===== src/rtl/padmux_pkg.sv =====
package padmux_pkg;
    localparam int CFG_W     = 32;
    localparam int B_RISE    = 4;
    localparam int B_FALL    = 5;
    localparam int B_ECLR    = 6;
    localparam int B_SLP_OEN = 7;
    localparam int B_SLP_DAT = 8;
    localparam int B_SLP_SEL = 9;
    localparam int DRV_LO    = 10;
    localparam int DRV_W     = 3;
    localparam int B_PD      = 13;
    localparam int B_PU      = 14;
    localparam int B_PSRC    = 15;
    localparam logic [CFG_W-1:0] CFG_WMASK = 32'h0000_FFF7;
    localparam logic [CFG_W-1:0] CFG_RST   = 32'h0000_0800;

    typedef enum logic [1:0] {
        ST_OFF   = 2'd0,
        ST_WATCH = 2'd1,
        ST_HELD  = 2'd2
    } edge_st_t;
endpackage


===== src/rtl/padmux_cfg_reg.sv =====
module padmux_cfg_reg #(
    parameter int              W     = 32,
    parameter logic [W-1:0]    WMASK = '1,
    parameter logic [W-1:0]    RSTV  = '0
) (
    input  logic         clk,
    input  logic         rst_n,
    input  logic         wr_en,
    input  logic [W-1:0] wr_data,
    output logic [W-1:0] cfg_q
);
    always_ff @(posedge clk or negedge rst_n) begin
        if (!rst_n)     cfg_q <= RSTV;
        else if (wr_en) cfg_q <= wr_data & WMASK;
    end

    // written value lands masked on the following edge
    assert_write_store_R2: assert property (@(posedge clk) disable iff (!rst_n)
        wr_en |=> (cfg_q == ($past(wr_data) & WMASK)));
endmodule


===== src/rtl/padmux_route.sv =====
module padmux_route #(
    parameter int NUM_FUNC = 8,
    parameter int DRV_W    = 3,
    localparam int SEL_W   = $clog2(NUM_FUNC)
) (
    input  logic                clk,
    input  logic                rst_n,
    input  logic [SEL_W-1:0]    sel,
    input  logic                slp_sel,
    input  logic                slp_oen,
    input  logic                slp_dat,
    input  logic                psrc,
    input  logic                pu_bit,
    input  logic                pd_bit,
    input  logic [DRV_W-1:0]    drv,
    input  logic                sleep_i,
    input  logic [NUM_FUNC-1:0] fn_out,
    input  logic [NUM_FUNC-1:0] fn_oe,
    input  logic [NUM_FUNC-1:0] fn_pu,
    input  logic [NUM_FUNC-1:0] fn_pd,
    input  logic                pad_in,
    output logic [NUM_FUNC-1:0] fn_in,
    output logic                pad_out,
    output logic                pad_oe,
    output logic                pad_pu,
    output logic                pad_pd,
    output logic [DRV_W-1:0]    pad_drv
);
    logic frozen;

    always_comb begin
        frozen = sleep_i & slp_sel;
        if (frozen) begin
            pad_out = slp_dat;
            pad_oe  = ~slp_oen;
        end else begin
            pad_out = fn_out[sel];
            pad_oe  = fn_oe[sel];
        end
        if (psrc) begin
            pad_pd = pd_bit;
            pad_pu = pu_bit & ~pd_bit;
        end else begin
            pad_pd = fn_pd[sel];
            pad_pu = fn_pu[sel];
        end
        pad_drv = drv;
    end

    for (genvar i = 0; i < NUM_FUNC; i++) begin : g_ret
        assign fn_in[i] = (sel == SEL_W'(i)) ? pad_in : 1'b0;
    end

    // the pad input reaches at most one source
    assert_single_return_R3: assert property (@(posedge clk) disable iff (!rst_n)
        $onehot0(fn_in));
    // register-controlled pulls never fight
    assert_pull_excl_R5: assert property (@(posedge clk) disable iff (!rst_n)
        psrc |-> !(pad_pu && pad_pd));
endmodule


===== src/rtl/padmux_edge_fsm.sv =====
module padmux_edge_fsm
    import padmux_pkg::*;
#(
    parameter int SYNC_STAGES = 2
) (
    input  logic clk,
    input  logic rst_n,
    input  logic pad_in,
    input  logic rise_en,
    input  logic fall_en,
    input  logic clr_stored,
    input  logic clr_write,
    input  logic wake_en,
    output logic edge_seen,
    output logic wake_req
);
    logic [SYNC_STAGES:0] shr;
    logic                 now_lvl, old_lvl, hit;
    edge_st_t             st_q, st_d;

    always_ff @(posedge clk or negedge rst_n) begin
        if (!rst_n) shr <= '0;
        else        shr <= {shr[SYNC_STAGES-1:0], pad_in};
    end

    assign now_lvl = shr[SYNC_STAGES-1];
    assign old_lvl = shr[SYNC_STAGES];
    assign hit     = (rise_en & now_lvl & ~old_lvl) | (fall_en & ~now_lvl & old_lvl);

    always_comb begin
        st_d = st_q;
        if (clr_write) st_d = ST_OFF;
        else begin
            unique case (st_q)
                ST_OFF:   if (!clr_stored) st_d = ST_WATCH;
                ST_WATCH: if (hit)         st_d = ST_HELD;
                ST_HELD:  st_d = ST_HELD;
                default:  st_d = ST_OFF;
            endcase
        end
    end

    always_ff @(posedge clk or negedge rst_n) begin
        if (!rst_n) st_q <= ST_WATCH;
        else        st_q <= st_d;
    end

    always_comb begin
        edge_seen = (st_q == ST_HELD);
        wake_req  = edge_seen & wake_en;
    end

    // clearing write empties the flag
    assert_clear_R10: assert property (@(posedge clk) disable iff (!rst_n)
        clr_write |=> !edge_seen);
    // nothing is recorded while the clear bit is stored
    assert_no_record_R10: assert property (@(posedge clk) disable iff (!rst_n)
        (clr_stored && !edge_seen) |=> !edge_seen);
    // flag drops only through a clearing write
    assert_sticky_R12: assert property (@(posedge clk) disable iff (!rst_n)
        (edge_seen && !clr_write) |=> edge_seen);
endmodule


===== src/rtl/padmux_cell.sv =====
module padmux_cell
    import padmux_pkg::*;
#(
    parameter int NUM_FUNC    = 8,
    parameter int SYNC_STAGES = 2,
    localparam int SEL_W      = $clog2(NUM_FUNC)
) (
    input  logic                clk,
    input  logic                rst_n,
    input  logic                wr_en,
    input  logic [CFG_W-1:0]    wr_data,
    output logic [CFG_W-1:0]    rd_data,
    input  logic [NUM_FUNC-1:0] fn_out,
    input  logic [NUM_FUNC-1:0] fn_oe,
    input  logic [NUM_FUNC-1:0] fn_pu,
    input  logic [NUM_FUNC-1:0] fn_pd,
    output logic [NUM_FUNC-1:0] fn_in,
    input  logic                sleep_i,
    input  logic                wake_en,
    input  logic                pad_in,
    output logic                pad_out,
    output logic                pad_oe,
    output logic                pad_pu,
    output logic                pad_pd,
    output logic [DRV_W-1:0]    pad_drv,
    output logic                edge_seen,
    output logic                wake_req
);
    logic [CFG_W-1:0] cfg_q;

    padmux_cfg_reg #(.W(CFG_W), .WMASK(CFG_WMASK), .RSTV(CFG_RST)) u_reg (
        .clk(clk), .rst_n(rst_n), .wr_en(wr_en), .wr_data(wr_data), .cfg_q(cfg_q)
    );

    assign rd_data = cfg_q;

    padmux_route #(.NUM_FUNC(NUM_FUNC), .DRV_W(DRV_W)) u_route (
        .clk(clk), .rst_n(rst_n),
        .sel(cfg_q[SEL_W-1:0]),
        .slp_sel(cfg_q[B_SLP_SEL]), .slp_oen(cfg_q[B_SLP_OEN]), .slp_dat(cfg_q[B_SLP_DAT]),
        .psrc(cfg_q[B_PSRC]), .pu_bit(cfg_q[B_PU]), .pd_bit(cfg_q[B_PD]),
        .drv(cfg_q[DRV_LO +: DRV_W]),
        .sleep_i(sleep_i),
        .fn_out(fn_out), .fn_oe(fn_oe), .fn_pu(fn_pu), .fn_pd(fn_pd),
        .pad_in(pad_in), .fn_in(fn_in),
        .pad_out(pad_out), .pad_oe(pad_oe), .pad_pu(pad_pu), .pad_pd(pad_pd),
        .pad_drv(pad_drv)
    );

    padmux_edge_fsm #(.SYNC_STAGES(SYNC_STAGES)) u_edge (
        .clk(clk), .rst_n(rst_n), .pad_in(pad_in),
        .rise_en(cfg_q[B_RISE]), .fall_en(cfg_q[B_FALL]),
        .clr_stored(cfg_q[B_ECLR]), .clr_write(wr_en & wr_data[B_ECLR]),
        .wake_en(wake_en), .edge_seen(edge_seen), .wake_req(wake_req)
    );
endmodule


===== config.mk =====
export PLATFORM = sky130hd
export DESIGN_NAME = padmux_cell
export DESIGN_NICKNAME = d
export VERILOG_FILES = /design/src/rtl/padmux_pkg.sv /design/src/rtl/padmux_cfg_reg.sv /design/src/rtl/padmux_route.sv /design/src/rtl/padmux_edge_fsm.sv /design/src/rtl/padmux_cell.sv
export SDC_FILE = /design/constraint.sdc
export NUM_CORES = 1
export LEC_CHECK = 0
export ABC_AREA = 1
export BUFFER_PORTS_ARGS = -buffer_cell sky130_fd_sc_hd__buf_2
export CORE_MARGIN = 3
export CORE_UTILIZATION = 36
export DETAILED_ROUTE_END_ITERATION = 16
export MAX_ROUTING_LAYER = met4
export PLACE_DENSITY = 0.76
export SLEW_MARGIN = 20
export SYNTH_ARGS = -nofsm -noshare
export SYNTH_HDL_FRONTEND = slang
export SYNTH_SLANG_ARGS = --single-unit

===== constraint.sdc =====
create_clock -name clk -period 1.3 [get_ports clk]
set_input_delay 0.065 -clock clk [delete_from_list [all_inputs] [get_ports clk]]
set_output_delay 0.065 -clock clk [all_outputs]
set_load 0.01 [all_outputs]

==> results of run 1 <==
## path summary, 6_finish.rpt
kind / startpoint / end / slack, ns / cells past startpoint
worst min register to register: u_edge.shr[0] / u_edge.shr[1] / 0.35 / 0
worst min-delay path: wr_data[15] / u_reg.cfg_q[15] / 0.01 / 3
worst max register to register: u_edge.st_q[0] / u_edge.st_q[1] / 0.05 / 7
max in group asynchronous: rst_n / u_reg.cfg_q[11] / 0.68 / 2
worst max-delay path: u_reg.cfg_q[0] / pad_out / -0.17 / 7
min in group asynchronous: rst_n / u_edge.st_q[1] / 0.29 / 2
## cells in the final DEF (no fill, tap or decap), types with 2 or more instances in the layout
cell	netlist	layout
buf_2	1	84
buf_4	31	9
clkbuf_8	1	3
conb_1	1	17
dfrtp_1	18	17
dfstp_2	2	2
dlygate4sd3_1	0	2
ha_2	0	2
inv_1	13	12
inv_2	2	2
mux2_2	7	7
nand2_1	90	86
nand2_2	1	4
nand3_1	17	16
nand4_1	2	2
nor2_1	9	7
nor2_2	0	2
o21ai_0	8	8
## power breakdown
group	internal [mW]	leakage (nW)	total (mW)	switching, mW
sequential	0.709	0.235	0.771	0.0618
clock	0.411	0.0357	0.609	0.198
combinational	0.374	0.906	0.830	0.456
## metal layers
layer / part of all wire [%] / vias to the layer above
met2: 49 / 58
met3: 8.5 / 2
met5: 0 / -
met4: 0.44 / 0
met1: 42 / 648
li1: - / 770
## kinds of logic after synthesis
kind of cell / synth area share (%)
buffers and inverters: 22.9
multiplexers: 5.26
other: 0.250
adder cells (fa/ha/maj): 2.50
flip-flops: 33.6
AO/OA/AOI/OAI: 2.67
AND/OR/NAND/NOR: 32.9
## worst max-delay path, cell delays in order (launching register included)
cell	delay (ns)
dfrtp_2	0.46
buf_8	0.17
nor2_4	0.12
nand2_1	0.06
nand3_1	0.08
nand3_1	0.08
nand2_1	0.06
buf_2	0.12
## area by class of cell
| cell class | instances | area share (%) |
|---|---|---|
| clock buffers | 3 | 2.08 |
| repair buffers | 97 | 26.9 |
| multi-input cells | 156 | 38.1 |
| well taps | 48 | 3.02 |
| inverters | 15 | 3.08 |
| flip-flops and latches | 20 | 25.3 |
| clock inverters | 1 | 1.51 |
## state kept, by name, indices dropped and copies added (netlist names)
register,flops
u_edge.st_q,2
u_edge.shr,3
u_reg.cfg_q,15
## repair_timing
item / in CTS / in global routing
gates resized for setup: 7 / 14
endpoints found under the hold margin: 19 / 0
setup buffers: 3 / 2
setup endpoints to repair: 14 / 15
hold buffers: 2 / 0
pin swaps: 1 / 1
## per-stage QoR
step / setup slack (ns) / total power, mW / utilization, %
finish: -0.169 / 2.21 / 52.0
global route: -0.269 / 2.38 / 52.0
CTS: -0.189 / 2.16 / 50.5
detailed placement: -0.00986 / 1.49 / 47.0
global placement: 0.0154 / 1.46 / 47.0
floorplan: 0.0734 / 1.31 / -
==> impl_metrics.json, run 1 <==
{
  "gp_congestion": 0.742,
  "die_area_sq_um": 4970,
  "fin_setup_tns_ns": -0.828,
  "antennaDiodeCount": 0,
  "vdd_drop_max_mv": 0.742,
  "synthArstFlopShare_pct": 100,
  "setup_viol_count_final": 12,
  "yosysTopAreaCellShare_pct": 30.1,
  "dieHeight_microns": 70.5,
  "seqCellArea_sq_um": 504,
  "yosysMostFrequentCell": "nand2_1",
  "ys.flop_type": "dfrtp_1",
  "initial_core_util_pct": 39.2,
  "cts_buffers": 3,
  "via_count": 1478,
  "yosys.area.top_type": "dfrtp_1",
  "ys_seq_area_share_pct": 33.6,
  "gr-usage-met1_pct": 18.3,
  "dp.cells": 329,
  "drt_first_iter_violations": 37,
  "synthCells": 211,
  "syn_to_final_growth_pct": 32.7,
  "grt_pass1_vias": 1371,
  "use_met2_pct": 24.3,
  "run_status": "complete, but fails checks",
  "synth_warnings": 0,
  "crit_arrival_ns": 1.40,
  "worstPathRequired_ns": 1.24,
  "place_area_sq_um": 1800,
  "grtUsageMet3_pct": 3.88,
  "dp_hpwl_mm": 2.90,
  "cts_buffer_depth": 2,
  "finalMaxSlewViolations": 0,
  "wire_per_inst_microns": 10.7,
  "hp-class": "in -> reg",
  "pin_count": 119,
  "finalCritPeriodShare_pct": 113,
  "final_area_sq_um": 1990,
  "grt_max_degree": 21,
  "cp-start-kind": "register",
  "clock_latency_ns": 0.25,
  "fmax_mhz": 681,
  "top_usage_layer": "met2",
  "synth_seq_cells": 20,
  "crit_fanout": 13,
  "drc_errors": 0,
  "die_x_microns": 70.5,
  "fin_crit_ns": 1.47,
  "hold_viol_final": 0,
  "synthTopCellsByCount": "90 x nand2_1, 31 x buf_4, 18 x dfrtp_1",
  "cts_sinks": 20,
  "power.leakage_nw": 1.18,
  "rows": 22,
  "io_buffers": 84,
  "max_cap_viol_count": 0,
  "first_pass_iters": 4,
  "antenna_found_initial": 0,
  "nFillCells": 402,
  "vias_per_cell": 4.35,
  "synth.distinct_cells": 21,
  "drive_above_1_share_pct": 42.8,
  "crit_type": "reg -> out",
  "holdWs_ns": 0.0149,
  "worst_slack_ns": -0.169,
  "stdcell_count": 340,
  "synth_edf_count": 0,
  "cts.clk_slew.worst_paths_ns": 0.07,
  "cts-htree-levels": 1,
  "cts_tree": "yes",
  "synth.avg_cell_area_sq_um": 7.10,
  "routed_wl_mm": 3.64,
  "ant_nets": 0,
  "rsz0062_at_grt": "yes",
  "mappedNetlistArea_sq_um": 1500,
  "multiInputGateArea_sq_um": 758,
  "nNetsFinal": 366,
  "core_sq_um": 3830,
  "grt_pass1_wl_mm": 5.90,
  "cts-root-buf": "clkbuf_8",
  "power_density_nw_per_um2": 1110,
  "grt_use_total_pct": 14.7,
  "failed_checks": "setup timing",
  "fin_skew_ns": 0.00137,
  "grt_overflow": 0,
  "endpoint_kind": "primary output",
  "netlist_top_cells_area": "dfrtp_1 30%, nand2_1 23%, buf_4 16%"
}
No activity file was read; power rests on OpenSTA's default activity.
==> inputs of run 2 (changes only) <==
Settings changed: PLACE_DENSITY 0.76 to default, PLACE_DENSITY_LB_ADDON from default to 0.08, SKIP_CTS_REPAIR_TIMING from default to 1.
==> impl_metrics.json, run 2 (synthesis gave the netlist of run 1 again) <==
{
  "worstPathRequired_ns": 1.24,
  "nNetsFinal": 363,
  "netSwitchingPower_mw": 0.677,
  "cts.clk_slew.worst_paths_ns": 0.07,
  "crit_fanout": 13,
  "r2r_slack_ns": 0.04,
  "setup.worst_path.start": "u_reg.cfg_q[0]",
  "drc_errors": 0,
  "switching_share_pct": 34.7,
  "antenna_found_initial": 0,
  "syn_to_final_growth_pct": 29.6,
  "grt_max_degree": 23,
  "finish.utilization_pct": 50.8,
  "die_x_microns": 70.5,
  "fin_setup_tns_ns": -0.490,
  "dp_hpwl_mm": 2.87,
  "fin_crit_ns": 1.45,
  "final_area_sq_um": 1940,
  "failed_checks": "setup timing",
  "multiInputGateArea_sq_um": 756,
  "pre_cts_slack_ns": 0.00326,
  "cts-root-buf": "clkbuf_8",
  "path_cells": "buf_6, nand2_1, nand2_1, nand2_1, nand3_1, nand3_1, nand2_1, buf_2",
  "clock_power_share_pct": 19.4,
  "grt_pass1_vias": 1251,
  "initial_core_util_pct": 39.2,
  "core_sq_um": 3830,
  "worst_slack_ns": -0.146,
  "grt_use_total_pct": 14.3,
  "setup_viol_count_final": 4,
  "cts_tree": "yes",
  "largestRegisters": "u_reg.cfg_q: 15 flops, u_edge.shr: 3 flops, u_edge.st_q: 2 flops",
  "wire_per_inst_microns": 10.7,
  "drt_first_iter_violations": 30,
  "fmax_mhz": 692,
  "rows": 22,
  "holdWs_ns": 0.0200,
  "die_area_sq_um": 4970,
  "cts_sinks": 20,
  "reg2regPathDepth": 7,
  "vias_per_cell": 4.33,
  "gp_congestion": 0.804,
  "max_cap_viol_count": 0,
  "seqCellArea_sq_um": 504,
  "io_buffers": 84,
  "cts-htree-levels": 1,
  "endpoint_kind": "primary output",
  "p_seq_share_pct": 39.9,
  "antennaDiodeCount": 0,
  "crit_slowest_cell": "dfrtp_2",
  "crit_arrival_ns": 1.38,
  "grt_pass1_wl_mm": 5.60,
  "r2r_start": "u_edge.st_q[0]",
  "power.leakage_nw": 1.15,
  "rsz0062_at_grt": "yes",
  "critPathMostFrequentCell": "nand2_1",
  "ant_nets": 0,
  "r2r-end": "u_edge.st_q[1]",
  "power_density_nw_per_um2": 1000,
  "cp-start-kind": "register",
  "place_area_sq_um": 1800,
  "mostFrequentLayoutCell": "nand2_1",
  "cpPeakStageDelay_ns": 0.44,
  "grt_overflow": 0,
  "power.internal_mw": 1.27,
  "finalCritPeriodShare_pct": 111,
  "cts_buffers": 3,
  "vdd_drop_max_mv": 0.585,
  "nFillCells": 393,
  "hold_viol_final": 0,
  "hp-class": "in -> reg",
  "crit_type": "reg -> out",
  "fin_skew_ns": 0.00215,
  "final_cell_mix": "85 x nand2_1, 83 x buf_2, 17 x nand3_1, 17 x conb_1, 17 x dfrtp_1",
  "clock_latency_ns": 0.25,
  "largest_reg_flops": 15,
  "endpoint": "pad_pu",
  "routed_wl_mm": 3.61,
  "comb_power_share_pct": 40.7,
  "drive_above_1_share_pct": 42.7,
  "finalMaxSlewViolations": 0,
  "dieHeight_microns": 70.5,
  "run_status": "complete, but fails checks",
  "cts_buffer_depth": 2,
  "pin_count": 119,
  "via_count": 1456,
  "first_pass_iters": 4,
  "regMostFlops": "u_reg.cfg_q"
}
## run 2: stage by stage
step | power [mW] | instances
after floorplan | 1.31 | 227
after global placement | 1.48 | 329
after global routing | 2.11 | 336
final | 1.95 | 336
after CTS | 1.87 | 332
after detailed placement | 1.48 | 329
## run 2: per-layer routing
layer	share of wire, %	wire length (microns)	GRT usage, %
met1	44	1590	19.5
met2	46	1650	21.6
met3	9.6	345	3.45
met4	0.61	22	2.55
met5	0	0	-
## run 2: cell type report
class / instances / area share, %
Clock buffer: 3 / 2.12
Multi-Input combinational cell: 156 / 38.9
Sequential cell: 20 / 25.9
Tap cell: 48 / 3.09
Inverter: 15 / 3.28
Timing Repair Buffer: 94 / 26.7
## run 2: worst max-delay path: cells and delay by family (launching register included)
family	cells	cell delay, ns
flip-flops	1	0.44
AND/OR/NAND/NOR	6	0.40
buffers and inverters	2	0.30
## run 2: how the worst min path moves through the flow
stage | start | endpoint | slack, ns | cells after the start
6_report | wr_data[13] | u_reg.cfg_q[13] | 0.02 | 3
5_1_grt | wr_data[0] | u_reg.cfg_q[0] | 0.02 | 3
4_1_cts | rst_n | u_edge.st_q[1] | -0.24 | 1
3_5_place_dp | rst_n | u_edge.st_q[1] | 0.03 | 1
3_3_place_gp | rst_n | u_edge.st_q[1] | 0.04 | 1
2_1_floorplan | rst_n | u_edge.shr[0] | -0.23 | 0
## run 2: power groups by stage
stage          Sequential, mW  Combinational (mW)  Clock, mW
4_1_cts                 0.764               0.712      0.398
3_3_place_gp            0.773               0.706          0
5_1_grt                 0.795               0.887      0.426
2_1_floorplan           0.776               0.533          0
3_5_place_dp            0.775               0.709          0
6_report                0.779               0.793      0.378
